==> config.mk <==
export PLATFORM = sky130hd
export DESIGN_NAME = ptmr_top
export DESIGN_NICKNAME = d
export VERILOG_FILES = /design/src/rtl/ptmr_pkg.sv /design/src/rtl/ptmr_prescaler.sv /design/src/rtl/ptmr_counter.sv /design/src/rtl/ptmr_regs.sv /design/src/rtl/ptmr_top.sv
export SDC_FILE = /design/constraint.sdc
export NUM_CORES = 1
export LEC_CHECK = 0
export ABC_AREA = 1
export BUFFER_PORTS_ARGS = -buffer_cell sky130_fd_sc_hd__buf_2
export CORE_ASPECT_RATIO = 1.1
export CORE_MARGIN = 5
export CORE_UTILIZATION = 40
export CTS_CLUSTER_DIAMETER = 40
export DETAILED_ROUTE_END_ITERATION = 8
export HOLD_SLACK_MARGIN = 0.15
export MAX_ROUTING_LAYER = met4
export RECOVER_POWER = 50
export SLEW_MARGIN = 20
export SYNTH_ARGS = -nofsm -noshare
export SYNTH_HDL_FRONTEND = slang
export SYNTH_HIERARCHICAL = 1
export SYNTH_SLANG_ARGS = --single-unit
==> constraint.sdc <==
create_clock -name clk_i -period 3.2 [get_ports clk_i]
set_input_delay 0.64 -clock clk_i [delete_from_list [all_inputs] [get_ports clk_i]]
set_output_delay 0.64 -clock clk_i [all_outputs]
set_load 0.01 [all_outputs]
==> src/rtl/ptmr_pkg.sv <==
package ptmr_pkg;
   // word indices (byte offset / 4)
   localparam int unsigned WORD_CTRL  = 0;
   localparam int unsigned WORD_VALUE = 1;
   localparam int unsigned WORD_COUNT = 2;

   // control word bit positions
   localparam int unsigned CB_RUN  = 0;
   localparam int unsigned CB_IE   = 1;
   localparam int unsigned CB_PEND = 2;
   localparam int unsigned CB_MODE = 3;
   localparam int unsigned CB_DIV  = 8;

   typedef struct packed {
      logic auto_rl;
      logic pend;
      logic ie;
      logic run;
   } ctrl_t;
endpackage

==> src/rtl/ptmr_prescaler.sv <==
module ptmr_prescaler #(
   parameter int unsigned DIV_W         = 24,
   parameter bit          HAS_PRESCALER = 1'b1
) (
   input  logic             clk_i,
   input  logic             rst_ni,
   input  logic             run_i,
   input  logic [DIV_W-1:0] div_i,
   output logic             tick_o
);
   generate
      if (HAS_PRESCALER) begin : g_div
         logic [DIV_W-1:0] phase_q;
         logic [DIV_W-1:0] limit;

         // divider 0 behaves as 1
         assign limit  = (div_i == '0) ? '0 : div_i - DIV_W'(1);
         assign tick_o = run_i && (phase_q >= limit);

         always_ff @(posedge clk_i or negedge rst_ni) begin
            if (!rst_ni) begin
               phase_q <= '0;
            end else if (run_i) begin
               phase_q <= tick_o ? '0 : phase_q + DIV_W'(1);
            end
         end
      end else begin : g_bypass
         logic unused_div;
         assign unused_div = ^div_i;
         assign tick_o     = run_i;
      end
   endgenerate
endmodule

==> src/rtl/ptmr_counter.sv <==
module ptmr_counter #(
   parameter int unsigned DATA_W = 32
) (
   input  logic              clk_i,
   input  logic              rst_ni,
   input  logic              tick_i,
   input  logic              auto_i,
   input  logic [DATA_W-1:0] value_i,
   output logic              expire_o,
   output logic [DATA_W-1:0] count_o
);
   logic [DATA_W-1:0] count_q;
   logic [DATA_W:0]   nxt;

   assign nxt      = {1'b0, count_q} + (DATA_W+1)'(1);
   assign expire_o = tick_i && (nxt >= {1'b0, value_i});
   assign count_o  = count_q;

   always_ff @(posedge clk_i or negedge rst_ni) begin
      if (!rst_ni) begin
         count_q <= '0;
      end else if (tick_i) begin
         if (expire_o) begin
            count_q <= auto_i ? '0 : value_i;
         end else begin
            count_q <= nxt[DATA_W-1:0];
         end
      end
   end
endmodule

==> src/rtl/ptmr_regs.sv <==
module ptmr_regs
   import ptmr_pkg::*;
#(
   parameter int unsigned DATA_W        = 32,
   parameter int unsigned DIV_W         = 24,
   parameter int unsigned ADDR_W        = 4,
   parameter bit          HAS_PRESCALER = 1'b1
) (
   input  logic              clk_i,
   input  logic              rst_ni,
   input  logic [ADDR_W-1:0] addr_i,
   input  logic              we_i,
   input  logic [DATA_W-1:0] wdata_i,
   input  logic              expire_i,
   input  logic [DATA_W-1:0] count_i,
   output ctrl_t             ctrl_o,
   output logic [DIV_W-1:0]  div_o,
   output logic [DATA_W-1:0] value_o,
   output logic [DATA_W-1:0] rdata_o
);
   localparam int unsigned WIDX_W = ADDR_W - 2;

   logic [WIDX_W-1:0] widx;
   logic              wr_ctrl, wr_value;
   ctrl_t             ctrl_q;
   logic [DATA_W-1:0] value_q;
   logic              unused_bits;

   assign widx        = addr_i[ADDR_W-1:2];
   assign wr_ctrl     = we_i && (widx == WIDX_W'(WORD_CTRL));
   assign wr_value    = we_i && (widx == WIDX_W'(WORD_VALUE));
   assign unused_bits = ^{addr_i[1:0], wdata_i[7:4]};

   always_ff @(posedge clk_i or negedge rst_ni) begin
      if (!rst_ni) begin
         ctrl_q  <= '0;
         value_q <= '0;
      end else begin
         if (wr_ctrl) begin
            ctrl_q.run     <= wdata_i[CB_RUN];
            ctrl_q.ie      <= wdata_i[CB_IE];
            ctrl_q.auto_rl <= wdata_i[CB_MODE];
         end
         // one-shot expiry stops the timer, overriding a same-edge write
         if (expire_i && !ctrl_q.auto_rl) begin
            ctrl_q.run <= 1'b0;
         end
         // set beats write-one-to-clear
         if (expire_i) begin
            ctrl_q.pend <= 1'b1;
         end else if (wr_ctrl && wdata_i[CB_PEND]) begin
            ctrl_q.pend <= 1'b0;
         end
         if (wr_value) begin
            value_q <= wdata_i;
         end
      end
   end

   generate
      if (HAS_PRESCALER) begin : g_div_reg
         logic [DIV_W-1:0] div_q;
         always_ff @(posedge clk_i or negedge rst_ni) begin
            if (!rst_ni) begin
               div_q <= '0;
            end else if (wr_ctrl) begin
               div_q <= wdata_i[CB_DIV +: DIV_W];
            end
         end
         assign div_o = div_q;
      end else begin : g_no_div
         assign div_o = '0;
      end
   endgenerate

   assign ctrl_o  = ctrl_q;
   assign value_o = value_q;

   always_comb begin
      rdata_o = '0;
      case (widx)
         WIDX_W'(WORD_CTRL): begin
            rdata_o[CB_RUN]          = ctrl_q.run;
            rdata_o[CB_IE]           = ctrl_q.ie;
            rdata_o[CB_PEND]         = ctrl_q.pend;
            rdata_o[CB_MODE]         = ctrl_q.auto_rl;
            rdata_o[CB_DIV +: DIV_W] = div_o;
         end
         WIDX_W'(WORD_VALUE): rdata_o = value_q;
         WIDX_W'(WORD_COUNT): rdata_o = count_i;
         default:             rdata_o = '0;
      endcase
   end
endmodule

==> src/rtl/ptmr_top.sv <==
module ptmr_top
   import ptmr_pkg::*;
#(
   parameter int unsigned DATA_W        = 32,
   parameter int unsigned DIV_W         = 24,
   parameter int unsigned ADDR_W        = 4,
   parameter bit          HAS_PRESCALER = 1'b1
) (
   input  logic              clk_i,
   input  logic              rst_ni,
   input  logic [ADDR_W-1:0] addr_i,
   input  logic              we_i,
   input  logic [DATA_W-1:0] wdata_i,
   output logic [DATA_W-1:0] rdata_o,
   output logic              irq_o
);
   generate
      if (ADDR_W < 4) begin : g_chk_addr
         $error("ptmr_top: ADDR_W must be at least 4");
      end
      if (DIV_W < 1 || CB_DIV + DIV_W > DATA_W) begin : g_chk_div
         $error("ptmr_top: divider field does not fit the data word");
      end
   endgenerate

   ctrl_t             ctrl_w;
   logic [DIV_W-1:0]  div_w;
   logic [DATA_W-1:0] value_w;
   logic [DATA_W-1:0] count_w;
   logic              tick_w;
   logic              expire_w;

   ptmr_regs #(
      .DATA_W(DATA_W), .DIV_W(DIV_W), .ADDR_W(ADDR_W), .HAS_PRESCALER(HAS_PRESCALER)
   ) u_regs (
      .clk_i(clk_i), .rst_ni(rst_ni), .addr_i(addr_i), .we_i(we_i), .wdata_i(wdata_i),
      .expire_i(expire_w), .count_i(count_w), .ctrl_o(ctrl_w), .div_o(div_w),
      .value_o(value_w), .rdata_o(rdata_o)
   );

   ptmr_prescaler #(.DIV_W(DIV_W), .HAS_PRESCALER(HAS_PRESCALER)) u_presc (
      .clk_i(clk_i), .rst_ni(rst_ni), .run_i(ctrl_w.run), .div_i(div_w), .tick_o(tick_w)
   );

   ptmr_counter #(.DATA_W(DATA_W)) u_cnt (
      .clk_i(clk_i), .rst_ni(rst_ni), .tick_i(tick_w), .auto_i(ctrl_w.auto_rl),
      .value_i(value_w), .expire_o(expire_w), .count_o(count_w)
   );

   assign irq_o = ctrl_w.pend & ctrl_w.ie;
endmodule

==> impl_metrics.yaml, run 1 <==
power:
  power_leakage_uw: 0.006484
  p_seq_frac: 0.360
  pwr-share-clk: 0.358
  power.total_uw: 5210
  p_sw_frac: 0.3511
  internal_power_uw: 3381
  power_frac_comb: 0.281
  vdd_ir_drop_max_uv: 381.4
  p_sw_uw: 1829
  pwr_density_cell_nw_per_um2: 441.4
worst_setup_path:
  crit_type: "flop to flop"
  path_cells: "nor2_2, nand3_1, nor2_2, nand3_4, inv_2, nand2_1, inv_2, nand2_1, nand2_1, nand3_1, ha_4, nand4_1, nor2_2, nand2_1, a21oi_2, nor2_4, nor2_4, buf_12, nand3_4, buf_12, nor2_4, nor2_1"
  arrival_ps: 3630
  worst_path_most_repeated_cell: "nand2_1"
  cp.required_ps: 3510
  path_buf_inv: 4
  cpMaxStageDelayCell: "dfrtp_1"
  cp_top_family: "simple AND/OR/NAND/NOR gates"
  slowest_delay_ps: 410
  cp-start-kind: "flop"
  setup.worst_path.end_class: "flop"
  cp_max_fo: 7
clocking:
  cts_tree: "done"
  cts.sinks: 116
  clk-insertion-delay-late_ps: 430
  ctsLongestPathBuffers: 2
  cts.clk_slew.worst_paths_ps: 60
  ctsHtreeMaxLevel: 4
  cts_root_buffer: "clkbuf_16"
  cts_buffers: 17
  ctsHoldBuffers: 0
yosys:
  synth_top_family_by_area: "simple AND/OR/NAND/NOR gates"
  synth_top_area_frac: 0.3088
  synth_most_common_cell: "nand2_1"
  synth_mux_area_frac: 0
  yosysTopAreaCell: "dfrtp_1"
  synth-compound-area-share: 0.05816
  synth_common_cells: "450 x nand2_1, 233 x inv_1, 173 x nor2_1, 116 x dfrtp_1, 109 x nand3_1"
  yosysSeqAreaShare: 0.3088
  synth_edf_count: 0
  synth.distinct_cells: 38
  synthFlopType: "dfrtp_1"
  synth.avg_cell_area_um2: 6.520
  ys.warnings.count: 6
  synthArstFlopShare: 1.000
  syn_nets: 1545
  yosys_register_bits: 116
  netlist_instances: 1442
  synth_adder_area_share: 0.08517
  syn-cell-area_um2: 9402
  synthSimpleGateAreaFrac: 0.3806
  synthXorXnorAreaFrac: 0.04099
  netlist_top_cells_area: "dfrtp_1 31%, nand2_1 18%, inv_1 9.3%"
layout:
  fin_cells: 1918
  antenna_cells: 0
  final_area_um2: 11800
  final_layout_size_suffix_gt1_frac: 0.2163
  syn2layout_area_growth_pct: 25.54
  fin_nets: 1709
placement:
  place_inst: 1871
  port_buffers: 69
  post_dp_cell_area_um2: 10630
  dpl.hpwl_mm: 21.55
  pre_cts_ws_ps: -225.7
  gp_congestion: 0.9866
timing:
  fin_ws_ps: -118.3
  slew_violations: 45
  rsz0062_at_grt: "yes"
  period_needed_ps: 3318
  relSlewSlack: -0.7500
  skew_ps: 11.02
  setup_viol: 32
  timing.final.crit_share: 1.037
  worst_pin_slew_ps: 2625
  fin_hold_ws_ps: 443.0
  clock.fmax_ghz: 0.3014
  hold_viol_final: 0
grt:
  grt_pass1_vias: 9197
  grt_pass1_wl_mm: 46.68
  grt_usage: 0.2252
  grt_max_degree: 60
  gr-total-overflow: 0
  antenna_found_initial: 0
detailed_routing:
  wire_per_inst_um: 15.00
  dr.pass1.iters: 5
  drtIter0Drc: 632
  drc_errors: 0
  drt-total-wl_mm: 28.77
  antenna_left: 0
  via_per_inst: 4.953
  vias: 9500
flow_run:
  drv_cap: 1
die:
  die_w_um: 156.2
  core.rowCount: 58
  io_pins: 72
  die_area_um2: 26670
  initial_core_util: 0.4087
  fp.dieH_um: 170.8
  core_area_um2: 23000
hold_path:
  hold_class: "primary input to flop"
run_status:
  status: "finished, violations left"
  violations: "capacitance limit, slew limit, setup timing"
-- worst paths after layout --
check | slack [ps] | end | depth (start not counted) | startpoint
worst max-delay path | -120 | u_cnt/count_o[18]$_DFFE_PN0P_ | 22 | u_regs/div_o[14]$_DFFE_PN0P_
worst min-delay path | 440 | u_regs/value_o[4]$_DFFE_PN0P_ | 3 | wdata_i[4]
worst max register to register | -120 | u_cnt/count_o[18]$_DFFE_PN0P_ | 22 | u_regs/div_o[14]$_DFFE_PN0P_
worst min register to register | 500 | u_regs/value_o[7]$_DFFE_PN0P_ | 2 | u_regs/value_o[7]$_DFFE_PN0P_
max in group asynchronous | 520 | u_cnt/count_o[5]$_DFFE_PN0P_ | 2 | rst_ni
min in group asynchronous | 1040 | u_presc/g_div.phase_q[4]$_DFFE_PN0P_ | 1 | rst_ni
-- kinds of logic after synthesis --
logic type      Yosys count
compound gates          102
xor+xnor                 44
fa+ha+maj                64
buf+inv                 281
flops                   116
simple gates            835
-- power by group through the flow --
stage | combinational, uW | sequential (uW) | clock (uW)
4_1_cts | 1420 | 1880 | 1910
5_1_grt | 1690 | 1910 | 1970
6_report | 1470 | 1880 | 1870
3_3_place_gp | 1350 | 1890 | 0
2_1_floorplan | 891 | 1840 | 0
3_5_place_dp | 1380 | 1900 | 0
-- metal layers --
metal,track usage,share of wire
met1,0.2838,0.43
met2,0.3784,0.50
met3,0.03263,0.050
met4,0.06453,0.020
met5,-,0
-- state kept, by name, indices dropped and copies added, names as in the netlist --
name                   flops
u_presc/g_div.phase_q     24
u_regs/value_o            32
u_cnt/count_o             32
u_regs/div_o              24
u_regs/ctrl_o              4
-- layout make-up --
class	count	area (um^2)
clock inverters	13	137.6
inverters	238	903.4
well taps	300	375.4
flip-flops and latches	116	2905
multi-input cells	1045	5695
fillers	2284	11200
repair buffers	188	1356
clock buffers	18	429.2
-- timing repair --
item                       in CTS  in global routing
gates resized for setup        35                 92
setup endpoints to repair      55                 55
setup buffers                   5                  8
gates cloned                    2                  1
pin swaps                      15                 29
-- tightest hold or removal path, cell delays in order --
cell	delay (ps)
buf_2	70
nand3_1	60
nand2_1	60
-- layout by cell type, fill, tap and decap left out, types with 9 or more instances in the layout --
cell type / synthesis / layout
a21oi_1: 26 / 24
buf_2: 13 / 70
buf_4: 2 / 101
clkbuf_16: 0 / 18
dfrtp_1: 116 / 114
ha_1: 64 / 58
inv_1: 233 / 226
inv_2: 5 / 9
nand2_1: 450 / 441
nand2_2: 14 / 21
nand3_1: 109 / 101
nand3_2: 4 / 10
nand4_1: 36 / 36
nor2_1: 173 / 141
nor2_2: 6 / 23
nor2_4: 4 / 19
nor3_1: 15 / 9
o21ai_0: 60 / 56
or2_2: 10 / 10
xor2_1: 39 / 36
-- per-stage QoR --
stage	TNS [ps]	utilization
2_1_floorplan	0	-
3_3_place_gp	-5534	0.4623
3_5_place_dp	-6819	0.4623
4_1_cts	-0.09814	0.4949
5_1_grt	-9604	0.5131
6_report	-2077	0.5131
No activity file was read; power rests on OpenSTA's default activity.
==> run 2, diff against run 1 <==
--- a/config.mk
+++ b/config.mk
@@ -19,4 +19,3 @@
 export SYNTH_ARGS = -nofsm -noshare
 export SYNTH_HDL_FRONTEND = slang
-export SYNTH_HIERARCHICAL = 1
 export SYNTH_SLANG_ARGS = --single-unit
==> constraint.sdc (replaced) <==
create_clock -name clk_i -period 3.2 [get_ports clk_i]
set_input_delay 0.16 -clock clk_i [delete_from_list [all_inputs] [get_ports clk_i]]
set_output_delay 0.16 -clock clk_i [all_outputs]
set_load 0.01 [all_outputs]
==> impl_metrics.yaml, run 2 <==
timing:
  fin_ws_ps: -6.464
  relSlewSlack: -0.4998
  skew_ps: 14.38
  rsz0062_at_grt: "yes"
  worst_pin_slew_ps: 2250
  clock.fmax_ghz: 0.3119
  period_needed_ps: 3206
  timing.final.crit_share: 1.002
  hold_viol_final: 0
  slew_violations: 101
  setup_viol: 4
yosys:
  yosysTopAreaCell: "dfrtp_1"
  yosys_register_bits: 116
  synth.distinct_cells: 38
  synth_most_common_cell: "nand2_1"
  netlist_instances: 1396
  syn_nets: 1499
  synthArstFlopShare: 1.000
  netlist_top_cells_area: "dfrtp_1 32%, nand2_1 18%, ha_1 8.8%"
  synthFlopType: "dfrtp_1"
  synth_top_area_frac: 0.3202
  syn-cell-area_um2: 9065
  synth.avg_cell_area_um2: 6.494
  synth_edf_count: 0
  ys.warnings.count: 0
  yosysSeqAreaShare: 0.3202
  synth_common_cells: "440 x nand2_1, 205 x inv_1, 136 x nor2_1, 126 x nand3_1, 116 x dfrtp_1"
grt:
  gr-total-overflow: 0
  grt_max_degree: 56
  grt_pass1_vias: 9607
  grt_pass1_wl_mm: 48.98
  antenna_found_initial: 0
  grt_usage: 0.2399
layout:
  final_common_cell: "nand2_1"
  final_layout_size_suffix_gt1_frac: 0.1942
  final_cell_mix: "429 x nand2_1, 201 x inv_1, 119 x nor2_1, 119 x nand3_1, 116 x buf_4"
  fin_util: 0.5329
  antenna_cells: 0
  syn2layout_area_growth_pct: 30.39
  fin_nets: 1703
die:
  die_area_um2: 25780
  io_pins: 72
  core.rowCount: 57
  initial_core_util: 0.4087
  fp.dieH_um: 167.9
  die_w_um: 153.5
  core_area_um2: 22180
worst_setup_path:
  rrSetupSlack_ps: -6
  crit_type: "flop to flop"
  cp_top_family: "simple AND/OR/NAND/NOR gates"
  arrival_ps: 3570
  slowest_delay_ps: 420
  cpMaxStageDelayCell: "dfrtp_1"
  worst_path_most_repeated_cell: "nand2_1"
  cp_max_fo: 9
  path_buf_inv: 7
  setup.worst_path.end_class: "flop"
  cp.required_ps: 3560
  cp-start-kind: "flop"
  path_cells: "buf_4, nor2_4, inv_1, nor3_2, nand4_1, buf_4, buf_4, nand2_1, inv_1, ha_1, nand2_1, nor2_1, nand2_1, nor2_1, nand2_1, nand4_1, nand2_2, buf_8, buf_12, nor2_4, nand2_1, nand3_1"
clocking:
  clk-insertion-delay-late_ps: 420
  cts.sinks: 116
  cts_root_buffer: "clkbuf_16"
  ctsHtreeMaxLevel: 4
  cts_tree: "done"
  ctsLongestPathBuffers: 2
  cts_buffers: 17
  cts.clk_slew.worst_paths_ps: 60
detailed_routing:
  via_per_inst: 4.996
  dr.pass1.iters: 6
  drc_errors: 0
  antenna_left: 0
  wire_per_inst_um: 15.75
  vias: 9528
  drt-total-wl_mm: 30.04
  drtIter0Drc: 640
power:
  pwr_density_cell_nw_per_um2: 426.0
  power_frac_comb: 0.265
  p_seq_frac: 0.356
  p_sw_frac: 0.3325
  internal_power_uw: 3361
  power_leakage_uw: 0.006598
  p_sw_uw: 1674
  power.total_uw: 5035
  pwr-share-clk: 0.379
  vdd_ir_drop_max_uv: 352.5
run_status:
  violations: "capacitance limit, slew limit, setup timing"
  status: "finished, violations left"
placement:
  dpl.hpwl_mm: 22.10
  gp_congestion: 0.9839
  port_buffers: 69
hold_path:
  hold_class: "primary input to flop"
flow_run:
  drv_cap: 3
==> run 2: cell types whose count changed after synthesis, sizes merged, moves of 16 or more <==
cell,before,now
nor2,183,142
inv,238,208
nand2,468,444
clkbuf,14,33
nand4,37,18
nand3,113,130
buf,29,13
==> run 2: repair_timing <==
item,4_1_cts,5_1_grt
hold buffers,33,0
gates cloned,1,1
endpoints found under the hold margin,112,0
setup endpoints to repair,51,58
buffers inserted,9,6
resized for setup,28,64
pin swaps,9,29
==> run 2: power groups by stage <==
| stage | registers, uW | clock network [uW] | logic (uW) |
|---|---|---|---|
| floorplan | 1770 | 0 | 738 |
| global placement | 1810 | 0 | 1210 |
| detailed placement | 1810 | 0 | 1230 |
| CTS | 1790 | 1930 | 1300 |
| global route | 1810 | 2000 | 1530 |
| finish | 1790 | 1910 | 1330 |
==> run 2: logic make-up after synthesis <==
| group | after synthesis | synth area share |
|---|---|---|
| buffers and inverters | 255 | 0.1090 |
| AO/OA/AOI/OAI | 135 | 0.07771 |
| flip-flops | 116 | 0.3202 |
| XOR/XNOR | 39 | 0.03768 |
| AND/OR/NAND/NOR | 787 | 0.3670 |
| adder cells (fa/ha/maj) | 64 | 0.08834 |
==> run 2: stage by stage <==
step / instances / hold WS, ps / setup slack [ps] / cell area (um^2) / setup TNS (ps)
finish: 1907 / 491.0 / -6.464 / 11820 / -16.30
global route: 1907 / 550.8 / -285.7 / 11820 / -8497
CTS: 1900 / 331.7 / 8.205 / 11550 / 0
detailed placement: 1826 / 291.0 / -168.7 / 10460 / -3735
global placement: 1826 / 277.2 / -122.4 / 10460 / -2472
floorplan: 1396 / -135.6 / 135.1 / 9065 / 0
==> run 2: per-layer routing <==
layer  global-route usage  part of all wire  vias up
li1                     -                 -     4805
met1               0.3060              0.44     4411
met2               0.3994              0.49      261
met3              0.03055             0.044       51
met4              0.07450             0.023        0
met5                    -                 0        -
==> run 2: cell type report <==
class / count / area [um^2]
fill: 2243 / 10360
multi-input combinational: 1025 / 5466
sequential: 116 / 2904
timing repair buffer: 231 / 1722
inverter: 209 / 789.5
clock buffer: 23 / 467.9
tap: 295 / 369.1
clock inverter: 8 / 101.3
==> run 2: worst register-to-register path, stage by stage (launching register included) <==
cell	delay, ps
dfrtp_1	420
buf_4	170
nor2_4	130
inv_1	70
nor3_2	180
nand4_1	110
buf_4	190
buf_4	170
nand2_1	70
inv_1	40
ha_1	260
nand2_1	50
nor2_1	110
nand2_1	80
nor2_1	100
nand2_1	60
nand4_1	120
nand2_2	110
buf_8	150
buf_12	140
nor2_4	260
nand2_1	90
nand3_1	70
==> run 2: worst paths after layout <==
path,startpoint,to,depth (start not counted)
max,u_regs.div_o[3]$_DFFE_PN0P_,u_cnt.count_o[1]$_DFFE_PN0N_,22
min,we_i,u_regs.value_o[26]$_DFFE_PN0P_,4
max reg2reg,u_regs.div_o[3]$_DFFE_PN0P_,u_cnt.count_o[1]$_DFFE_PN0N_,22
min reg2reg,u_regs.value_o[26]$_DFFE_PN0P_,u_regs.value_o[26]$_DFFE_PN0P_,2
max in group asynchronous,rst_ni,u_cnt.count_o[26]$_DFFE_PN0N_,3
min in group asynchronous,rst_ni,u_presc.g_div.phase_q[17]$_DFFE_PN0P_,2
